--- config.mk ---
export PLATFORM = sky130hd
export DESIGN_NAME = serial_rx_sticky
export DESIGN_NICKNAME = d
export VERILOG_FILES = /design/src/rtl/srx_pkg.sv /design/src/rtl/srx_baud_gen.sv /design/src/rtl/srx_frame_rx.sv /design/src/rtl/srx_status.sv /design/src/rtl/serial_rx_sticky.sv
export SDC_FILE = /design/constraint.sdc
export NUM_CORES = 1
export LEC_CHECK = 0
export BUFFER_PORTS_ARGS = -buffer_cell sky130_fd_sc_hd__buf_4
export CORE_MARGIN = 2
export CORE_UTILIZATION = 50
export CTS_CLUSTER_DIAMETER = 150
export CTS_CLUSTER_SIZE = 10
export DETAILED_ROUTE_END_ITERATION = 6
export PLACE_DENSITY = 0.69
export SLEW_MARGIN = 40
export SYNTH_ARGS = -nofsm -noshare
export SYNTH_HDL_FRONTEND = slang
export SYNTH_SLANG_ARGS = --single-unit
--- constraint.sdc ---
create_clock -name clk -period 6.1 [get_ports clk]
set_clock_uncertainty 0.05 [all_clocks]
set_input_delay 0.61 -clock clk [delete_from_list [all_inputs] [get_ports clk]]
set_output_delay 0.61 -clock clk [all_outputs]
set_load 0.05 [all_outputs]
--- src/rtl/srx_pkg.sv ---
package srx_pkg;
    parameter int unsigned SRX_DATA_W = 8;

    typedef enum logic [2:0] {
        RX_IDLE,
        RX_START,
        RX_DATA,
        RX_PARITY,
        RX_STOP
    } rx_state_e;

    typedef struct packed {
        logic [SRX_DATA_W-1:0] data;
        logic                  perr;
        logic                  ferr;
    } rx_frame_t;
endpackage

--- src/rtl/srx_baud_gen.sv ---
module srx_baud_gen #(
    parameter int unsigned DIV_W    = 12,
    parameter int unsigned DIV_INIT = 3
) (
    input  logic             clk,
    input  logic             rst_n,
    input  logic             run,
    input  logic             div_wr,
    input  logic [DIV_W-1:0] div_wdata,
    output logic             tick,
    output logic [DIV_W-1:0] div_eff
);
    typedef struct packed {
        logic [DIV_W-1:0] cnt;
        logic [DIV_W-1:0] div;
        logic [DIV_W-1:0] pend;
        logic             pend_v;
    } bg_state_t;

    bg_state_t q, d;

    always_comb begin
        d    = q;
        tick = run && (q.cnt == '0);
        if (!run) begin
            d.cnt = q.div;
        end else if (q.cnt == '0) begin
            // count wrapped: a parked divisor is applied now
            if (q.pend_v) begin
                d.div    = q.pend;
                d.cnt    = q.pend;
                d.pend_v = 1'b0;
            end else begin
                d.cnt = q.div;
            end
        end else begin
            d.cnt = q.cnt - 1'b1;
        end
        if (div_wr) begin
            if (!run) begin
                d.div    = div_wdata;
                d.cnt    = div_wdata;
                d.pend_v = 1'b0;
            end else begin
                d.pend   = div_wdata;
                d.pend_v = 1'b1;
            end
        end
    end

    always_ff @(posedge clk or negedge rst_n) begin
        if (!rst_n) begin
            q.cnt    <= DIV_W'(DIV_INIT);
            q.div    <= DIV_W'(DIV_INIT);
            q.pend   <= '0;
            q.pend_v <= 1'b0;
        end else begin
            q <= d;
        end
    end

    assign div_eff = q.div;
endmodule

--- src/rtl/srx_frame_rx.sv ---
module srx_frame_rx
    import srx_pkg::*;
#(
    parameter int unsigned OVS = 16
) (
    input  logic      clk,
    input  logic      rst_n,
    input  logic      en,
    input  logic      tick,
    input  logic      rxd,
    input  logic      par_en,
    input  logic      par_odd,
    output logic      busy,
    output logic      frame_valid,
    output rx_frame_t frame
);
    localparam int unsigned OVS_W = $clog2(OVS);
    localparam int unsigned IDX_W = $clog2(SRX_DATA_W);
    localparam logic [OVS_W-1:0] MID  = OVS_W'(OVS / 2 - 1);
    localparam logic [OVS_W-1:0] LAST = OVS_W'(OVS - 1);
    localparam logic [IDX_W-1:0] TOP_BIT = IDX_W'(SRX_DATA_W - 1);

    typedef struct packed {
        logic                  sync1;
        logic                  sync2;
        logic                  prev;
        rx_state_e             state;
        logic [OVS_W-1:0]      ovs;
        logic [IDX_W-1:0]      idx;
        logic [SRX_DATA_W-1:0] shreg;
        logic                  par_acc;
        logic                  perr;
        logic                  valid;
        rx_frame_t             frame;
    } fr_state_t;

    fr_state_t q, d;
    logic      line;

    assign line = q.sync2;

    always_comb begin
        d       = q;
        d.sync1 = rxd;
        d.sync2 = q.sync1;
        d.prev  = line;
        d.valid = 1'b0;
        if (!en) begin
            d.state = RX_IDLE;
        end else begin
            unique case (q.state)
                RX_IDLE: begin
                    if (q.prev && !line) begin
                        d.state = RX_START;
                        d.ovs   = '0;
                    end
                end
                RX_START: begin
                    if (tick) begin
                        if (q.ovs == MID) begin
                            d.ovs     = '0;
                            d.idx     = '0;
                            d.par_acc = 1'b0;
                            d.perr    = 1'b0;
                            d.state   = line ? RX_IDLE : RX_DATA;
                        end else begin
                            d.ovs = q.ovs + 1'b1;
                        end
                    end
                end
                RX_DATA: begin
                    if (tick) begin
                        if (q.ovs == LAST) begin
                            d.ovs     = '0;
                            d.shreg   = {line, q.shreg[SRX_DATA_W-1:1]};
                            d.par_acc = q.par_acc ^ line;
                            if (q.idx == TOP_BIT) begin
                                d.state = par_en ? RX_PARITY : RX_STOP;
                            end else begin
                                d.idx = q.idx + 1'b1;
                            end
                        end else begin
                            d.ovs = q.ovs + 1'b1;
                        end
                    end
                end
                RX_PARITY: begin
                    if (tick) begin
                        if (q.ovs == LAST) begin
                            d.ovs   = '0;
                            d.perr  = ((q.par_acc ^ line) != par_odd);
                            d.state = RX_STOP;
                        end else begin
                            d.ovs = q.ovs + 1'b1;
                        end
                    end
                end
                RX_STOP: begin
                    if (tick) begin
                        if (q.ovs == LAST) begin
                            d.ovs        = '0;
                            d.valid      = 1'b1;
                            d.frame.data = q.shreg;
                            d.frame.perr = q.perr;
                            d.frame.ferr = !line;
                            d.state      = RX_IDLE;
                        end else begin
                            d.ovs = q.ovs + 1'b1;
                        end
                    end
                end
                default: d.state = RX_IDLE;
            endcase
        end
    end

    always_ff @(posedge clk or negedge rst_n) begin
        if (!rst_n) begin
            q       <= '0;
            q.sync1 <= 1'b1;
            q.sync2 <= 1'b1;
            q.prev  <= 1'b1;
            q.state <= RX_IDLE;
        end else begin
            q <= d;
        end
    end

    assign busy        = (q.state != RX_IDLE);
    assign frame_valid = q.valid;
    assign frame       = q.frame;
endmodule

--- src/rtl/srx_status.sv ---
module srx_status
    import srx_pkg::*;
(
    input  logic                  clk,
    input  logic                  rst_n,
    input  logic                  en,
    input  logic                  buf_rd,
    input  logic                  frame_valid,
    input  rx_frame_t             frame,
    output logic [SRX_DATA_W-1:0] rx_data,
    output logic                  done,
    output logic                  ovr,
    output logic                  perr,
    output logic                  ferr,
    output logic                  dreq
);
    typedef struct packed {
        logic [SRX_DATA_W-1:0] buffer;
        logic                  done;
        logic                  ovr;
        logic                  perr;
        logic                  ferr;
        logic                  dreq;
    } st_state_t;

    st_state_t q, d;

    always_comb begin
        d      = q;
        d.dreq = 1'b0;
        if (!en) begin
            d.done = 1'b0;
            d.ovr  = 1'b0;
            d.perr = 1'b0;
            d.ferr = 1'b0;
        end else begin
            // reads only count while no overrun is pending
            if (buf_rd && !q.ovr) begin
                d.done = 1'b0;
                d.perr = 1'b0;
                d.ferr = 1'b0;
            end
            if (frame_valid && !q.ovr) begin
                if (d.done) begin
                    d.ovr = 1'b1;
                end else begin
                    d.buffer = frame.data;
                    d.done   = 1'b1;
                    d.perr   = frame.perr;
                    d.ferr   = frame.ferr;
                    d.dreq   = 1'b1;
                end
            end
        end
    end

    always_ff @(posedge clk or negedge rst_n) begin
        if (!rst_n) begin
            q <= '0;
        end else begin
            q <= d;
        end
    end

    assign rx_data = q.buffer;
    assign done    = q.done;
    assign ovr     = q.ovr;
    assign perr    = q.perr;
    assign ferr    = q.ferr;
    assign dreq    = q.dreq;
endmodule

--- src/rtl/serial_rx_sticky.sv ---
module serial_rx_sticky
    import srx_pkg::*;
#(
    parameter int unsigned DIV_W    = 12,
    parameter int unsigned DIV_INIT = 3,
    parameter int unsigned OVS      = 16,
    parameter int unsigned DATA_W   = SRX_DATA_W
) (
    input  logic              clk,
    input  logic              rst_n,
    input  logic              rxd,
    input  logic              rx_en,
    input  logic              tx_en,
    input  logic              par_en,
    input  logic              par_odd,
    input  logic              div_wr,
    input  logic [DIV_W-1:0]  div_wdata,
    input  logic              buf_rd,
    output logic [DATA_W-1:0] rx_data,
    output logic              rx_busy,
    output logic              rx_done,
    output logic              err_sum,
    output logic              err_ovr,
    output logic              err_par,
    output logic              err_frm,
    output logic              dreq,
    output logic              txd
);
    logic             baud_run;
    logic             baud_tick;
    logic [DIV_W-1:0] div_eff;
    logic             fr_valid;
    rx_frame_t        fr_data;

    assign baud_run = rx_en | tx_en;

    srx_baud_gen #(
        .DIV_W   (DIV_W),
        .DIV_INIT(DIV_INIT)
    ) u_baud (
        .clk      (clk),
        .rst_n    (rst_n),
        .run      (baud_run),
        .div_wr   (div_wr),
        .div_wdata(div_wdata),
        .tick     (baud_tick),
        .div_eff  (div_eff)
    );

    srx_frame_rx #(
        .OVS(OVS)
    ) u_frame (
        .clk        (clk),
        .rst_n      (rst_n),
        .en         (rx_en),
        .tick       (baud_tick),
        .rxd        (rxd),
        .par_en     (par_en),
        .par_odd    (par_odd),
        .busy       (rx_busy),
        .frame_valid(fr_valid),
        .frame      (fr_data)
    );

    srx_status u_status (
        .clk        (clk),
        .rst_n      (rst_n),
        .en         (rx_en),
        .buf_rd     (buf_rd),
        .frame_valid(fr_valid),
        .frame      (fr_data),
        .rx_data    (rx_data),
        .done       (rx_done),
        .ovr        (err_ovr),
        .perr       (err_par),
        .ferr       (err_frm),
        .dreq       (dreq)
    );

    assign err_sum = err_ovr | err_par | err_frm;
    assign txd     = 1'b1;
endmodule

==> impl_results.html <==
<table>
<tr><th>Metric</th><th>Value</th></tr>
<tr><th colspan="2">Cells and area</th></tr>
<tr><td>Area added between synthesis and finish</td><td>12.4%</td></tr>
<tr><td>Final #Nets</td><td>roughly 450</td></tr>
<tr><td>Number of filler cells placed in the layout</td><td>just over 700</td></tr>
<tr><td>Diode insertion count for antenna repair</td><td>0</td></tr>
<tr><td>Multi-input gate area</td><td>2020 um^2</td></tr>
<tr><td>Ratio of cells with drive above 1 in the final layout</td><td>0.268</td></tr>
<tr><td>Register Area</td><td>2110 um^2</td></tr>
<tr><th colspan="2">Synth</th></tr>
<tr><td>Leading register cell type out of synthesis</td><td>dfrtp_1</td></tr>
<tr><td>Instance count of the mapped netlist</td><td>~400</td></tr>
<tr><td>Sequential fraction of the synthesis area</td><td>0.496</td></tr>
<tr><td>Cell types with the highest counts after synthesis</td><td>dfrtp_1, mux2_2, nand2_1</td></tr>
<tr><td>Number of enable-type register cells in the synthesized netlist</td><td>0</td></tr>
<tr><td>Count of yosys warnings during synthesis</td><td>0</td></tr>
<tr><td>Post-synthesis area per instance</td><td>approximately 11 um^2</td></tr>
<tr><td>Dominant cell by count in the synthesized netlist</td><td>dfrtp_1</td></tr>
<tr><td>Flip-flop and latch count after synthesis</td><td>84</td></tr>
<tr><td>Count of unique library cells instantiated by Yosys</td><td>55</td></tr>
<tr><td>Number of nets in the synthesized netlist</td><td>between 400 and 500</td></tr>
<tr><td>Cell taking the most area after synthesis</td><td>dfrtp_1</td></tr>
<tr><td>Share of the synthesized area in the top cell type</td><td>0.453</td></tr>
<tr><td>Netlist Area Pre-Place</td><td>around 4300 um^2</td></tr>
<tr><td>Top cells by area in the synthesized netlist</td><td>dfrtp_1, mux2_2, mux2i_1</td></tr>
<tr><td>Async S/R FF share, synth</td><td>1.00</td></tr>
<tr><th colspan="2">Timing</th></tr>
<tr><td>Max Clock Freq</td><td>between 300 and 400 MHz</td></tr>
<tr><td>Worst relative slew slack</td><td>0.491</td></tr>
<tr><td>Number of hold violations in the final report</td><td>0</td></tr>
<tr><td>Count of final setup violators</td><td>0</td></tr>
<tr><td>Aggregate negative setup slack</td><td>0 ps</td></tr>
<tr><td>Worst path setup slack after routing</td><td>around 3200 ps</td></tr>
<tr><td>Period Utilization, post-route</td><td>0.476</td></tr>
<tr><td>Slew @ Worst Pin</td><td>763 ps</td></tr>
<tr><td>Final Slew Violations</td><td>0</td></tr>
<tr><td>Unrepaired setup endpoints after global routing</td><td>no</td></tr>
<tr><td>Shortest clock period the worst path allows after layout</td><td>roughly 2900 ps</td></tr>
<tr><td>Hold WS</td><td>~230 ps</td></tr>
<tr><th colspan="2">Drt</th></tr>
<tr><td>Routed wire length</td><td>roughly 8.3 mm</td></tr>
<tr><td>DR vias/cell</td><td>~5.6</td></tr>
<tr><td>DRC violation count after routing</td><td>0</td></tr>
<tr><td>Wire length per cell</td><td>roughly 16 um</td></tr>
<tr><td>Detailed Route Iter0 Violations</td><td>between 100 and 150</td></tr>
<tr><td>Number of nets with antenna violations after detailed routing</td><td>0</td></tr>
<tr><td>1st-pass router iterations</td><td>4</td></tr>
<tr><td>Count of vias placed by the detailed router</td><td>2982</td></tr>
<tr><th colspan="2">Floorplan</th></tr>
<tr><td>Area of the die</td><td>9270 um^2</td></tr>
<tr><td># IOs</td><td>37</td></tr>
<tr><td>Chip Width</td><td>just under 100 um</td></tr>
<tr><td>Starting density of the core</td><td>0.518</td></tr>
<tr><td>Die Height</td><td>between 90 and 100 um</td></tr>
<tr><td>Placeable core region</td><td>between 8000 and 9000 um^2</td></tr>
<tr><td>Floorplan row count</td><td>33</td></tr>
<tr><th colspan="2">Setup path</th></tr>
<tr><td>Data arrival, critical path</td><td>3100 ps</td></tr>
<tr><td>Endpoint type of the worst setup path</td><td>flop</td></tr>
<tr><td>Kind of launch point of the worst setup path</td><td>flop</td></tr>
<tr><td>Worst Setup SP</td><td>u_baud.q[29]$_DFF_PN0_</td></tr>
<tr><td>Setup slack of the most critical reg-to-reg path</td><td>roughly 3200 ps</td></tr>
<tr><td>Crit Path Class</td><td>reg2reg</td></tr>
<tr><td>Required time at the worst-slack endpoint</td><td>roughly 6300 ps</td></tr>
<tr><td>Origin of the critical flop-to-flop path</td><td>u_baud.q[29]$_DFF_PN0_</td></tr>
<tr><td>Critical-path maximum fanout</td><td>17</td></tr>
<tr><th colspan="2">Power and ir drop</th></tr>
<tr><td>IR Drop Worst-Case VDD</td><td>approximately 150 uV</td></tr>
<tr><td>Static leakage</td><td>0.00224 uW</td></tr>
<tr><td>Pwr/cell area</td><td>289 nW/um^2</td></tr>
<tr><th colspan="2">Clock tree</th></tr>
<tr><td>TritonCTS buffer count</td><td>9</td></tr>
<tr><td>Clk sinks</td><td>84</td></tr>
<tr><td>CTS hold repair buffers</td><td>0</td></tr>
<tr><td>Insertion delay to the later sink of the worst-skew pair</td><td>between 300 and 400 ps</td></tr>
<tr><td>Clock tree from TritonCTS</td><td>yes</td></tr>
<tr><td>Number of gates resized after cts</td><td>0</td></tr>
<tr><td>Number of setup buffers added after CTS</td><td>0</td></tr>
<tr><td>CTS max path bufs</td><td>2</td></tr>
<tr><td>Maximum level of the CTS H-tree</td><td>3</td></tr>
<tr><td>Clk slew on worst S/H paths</td><td>90 ps</td></tr>
<tr><td>Root buffer cell</td><td>clkbuf_8</td></tr>
<tr><th colspan="2">Place</th></tr>
<tr><td>IO Port Bufs</td><td>35</td></tr>
<tr><td>Half-perimeter wire length of the detailed placement result</td><td>5.61 mm</td></tr>
<tr><td>Placement-stage worst setup slack</td><td>3190 ps</td></tr>
<tr><td>Final RePlAce weighted congestion</td><td>approximately 0.85</td></tr>
<tr><th colspan="2">Global route</th></tr>
<tr><td>Global routing usage summed across all routing layers</td><td>0.193</td></tr>
<tr><td>Overflow left after global routing</td><td>0</td></tr>
<tr><td>Antenna violations before repair</td><td>0</td></tr>
<tr><td>Largest net degree at the start of global routing</td><td>85</td></tr>
<tr><td>Via count of the first global-routing pass</td><td>between 2000 and 3000</td></tr>
<tr><td>Wire length of the first global-routing pass</td><td>roughly 14 mm</td></tr>
<tr><th colspan="2">Min path</th></tr>
<tr><td>Hold Path Class</td><td>in2async</td></tr>
<tr><th colspan="2">Flow run</th></tr>
<tr><td>Total of max-cap violations</td><td>0</td></tr>
<tr><th colspan="2">Outcome</th></tr>
<tr><td>Run status</td><td>finished clean</td></tr>
</table>
## cells by family after synthesis
group	synth area share
DFF	0.496
and+or+nand+nor	0.134
other	0.000881
xor gates and xnor gates	0.0267
AOI/OAI and AO/OA	0.112
muxes	0.185
adders and majority gates	0.0147
buffers and inverters	0.0311
## critical path: stages (launching register included)
cell and delay, ps:
dfrtp_1 430, or4_1 700, nor3_2 440, buf_4 300
nand2_1 120, nor2_2 360, mux2_2 390
## placed cells by master, fill, tap and decap left out, types with 7 or more instances in the layout
master     n
clkbuf_8  11
nor2_1    23
nor2b_1    7
dfrtp_1   77
xnor2_1   10
o21ai_0   28
dfstp_2    7
nand2_1   38
nand2b_1   9
mux2_2    44
a21oi_1   15
mux2i_1   29
buf_4     37
## metal layers
| metal | part of all wire | global-route usage | wire (um) | vias to the layer above |
|---|---|---|---|---|
| met2 | 0.46 | 0.289 | 3790 | 54 |
| met4 | 0.015 | 0.0786 | 127 | 0 |
| met5 | 0 | 0 | 0 | - |
| met1 | 0.49 | 0.278 | 4030 | 1459 |
| met3 | 0.037 | 0.0337 | 309 | 8 |
| li1 | - | - | - | 1461 |
## stage by stage
stage | instances | power, uW | cell area [um^2] | utilization
finish | 530 | 1380 | 4790 | 0.583
global route | 530 | 1460 | 4790 | 0.583
CTS | 530 | 1390 | 4780 | 0.582
detailed placement | 514 | 982 | 4580 | 0.557
global placement | 514 | 972 | 4570 | 0.556
floorplan | 395 | 901 | 4260 | -
## path summary, 6_finish.rpt
path / end / depth (start not counted)
worst max-delay path: u_frame.q[16]$_DFFE_PN0P_ / 6
worst min-delay path: u_frame.q[30]$_DFFE_PN0P_ / 1
worst max register to register: u_frame.q[16]$_DFFE_PN0P_ / 6
worst min register to register: u_frame.line$_DFF_PN1_ / 0
max in group asynchronous: u_status.dreq$_DFF_PN0_ / 1
min in group clk: u_frame.d[32]$_DFF_PN1_ / 1
## final cells by class
class / instances / area share
well taps: 105 / 0.0274
flip-flops and latches: 84 / 0.441
inverters: 6 / 0.00470
repair buffers: 38 / 0.0609
clock buffers: 10 / 0.0288
multi-input cells: 281 / 0.422
clock inverters: 6 / 0.0149
## power by group
group          leakage (uW)  switching (uW)  internal [uW]  total [uW]
registers           0.00108            67.7            623         691
logic               0.00105             152            130         281
clock network      0.000105             206            205         410
## sequential cells by signal, summed over array words and instances, names as in the netlist
register             cells
u_baud.q                25
u_status.ovr             1
u_status.perr            1
u_frame.frame_valid      1
u_status.done            1
u_status.rx_data         8
u_status.ferr            1
u_frame.q               21
u_frame.line             1
u_frame.d                1
u_frame.frame           10
u_status.dreq            1
u_baud.div_eff          12
(Power assumes the default switching activity.)
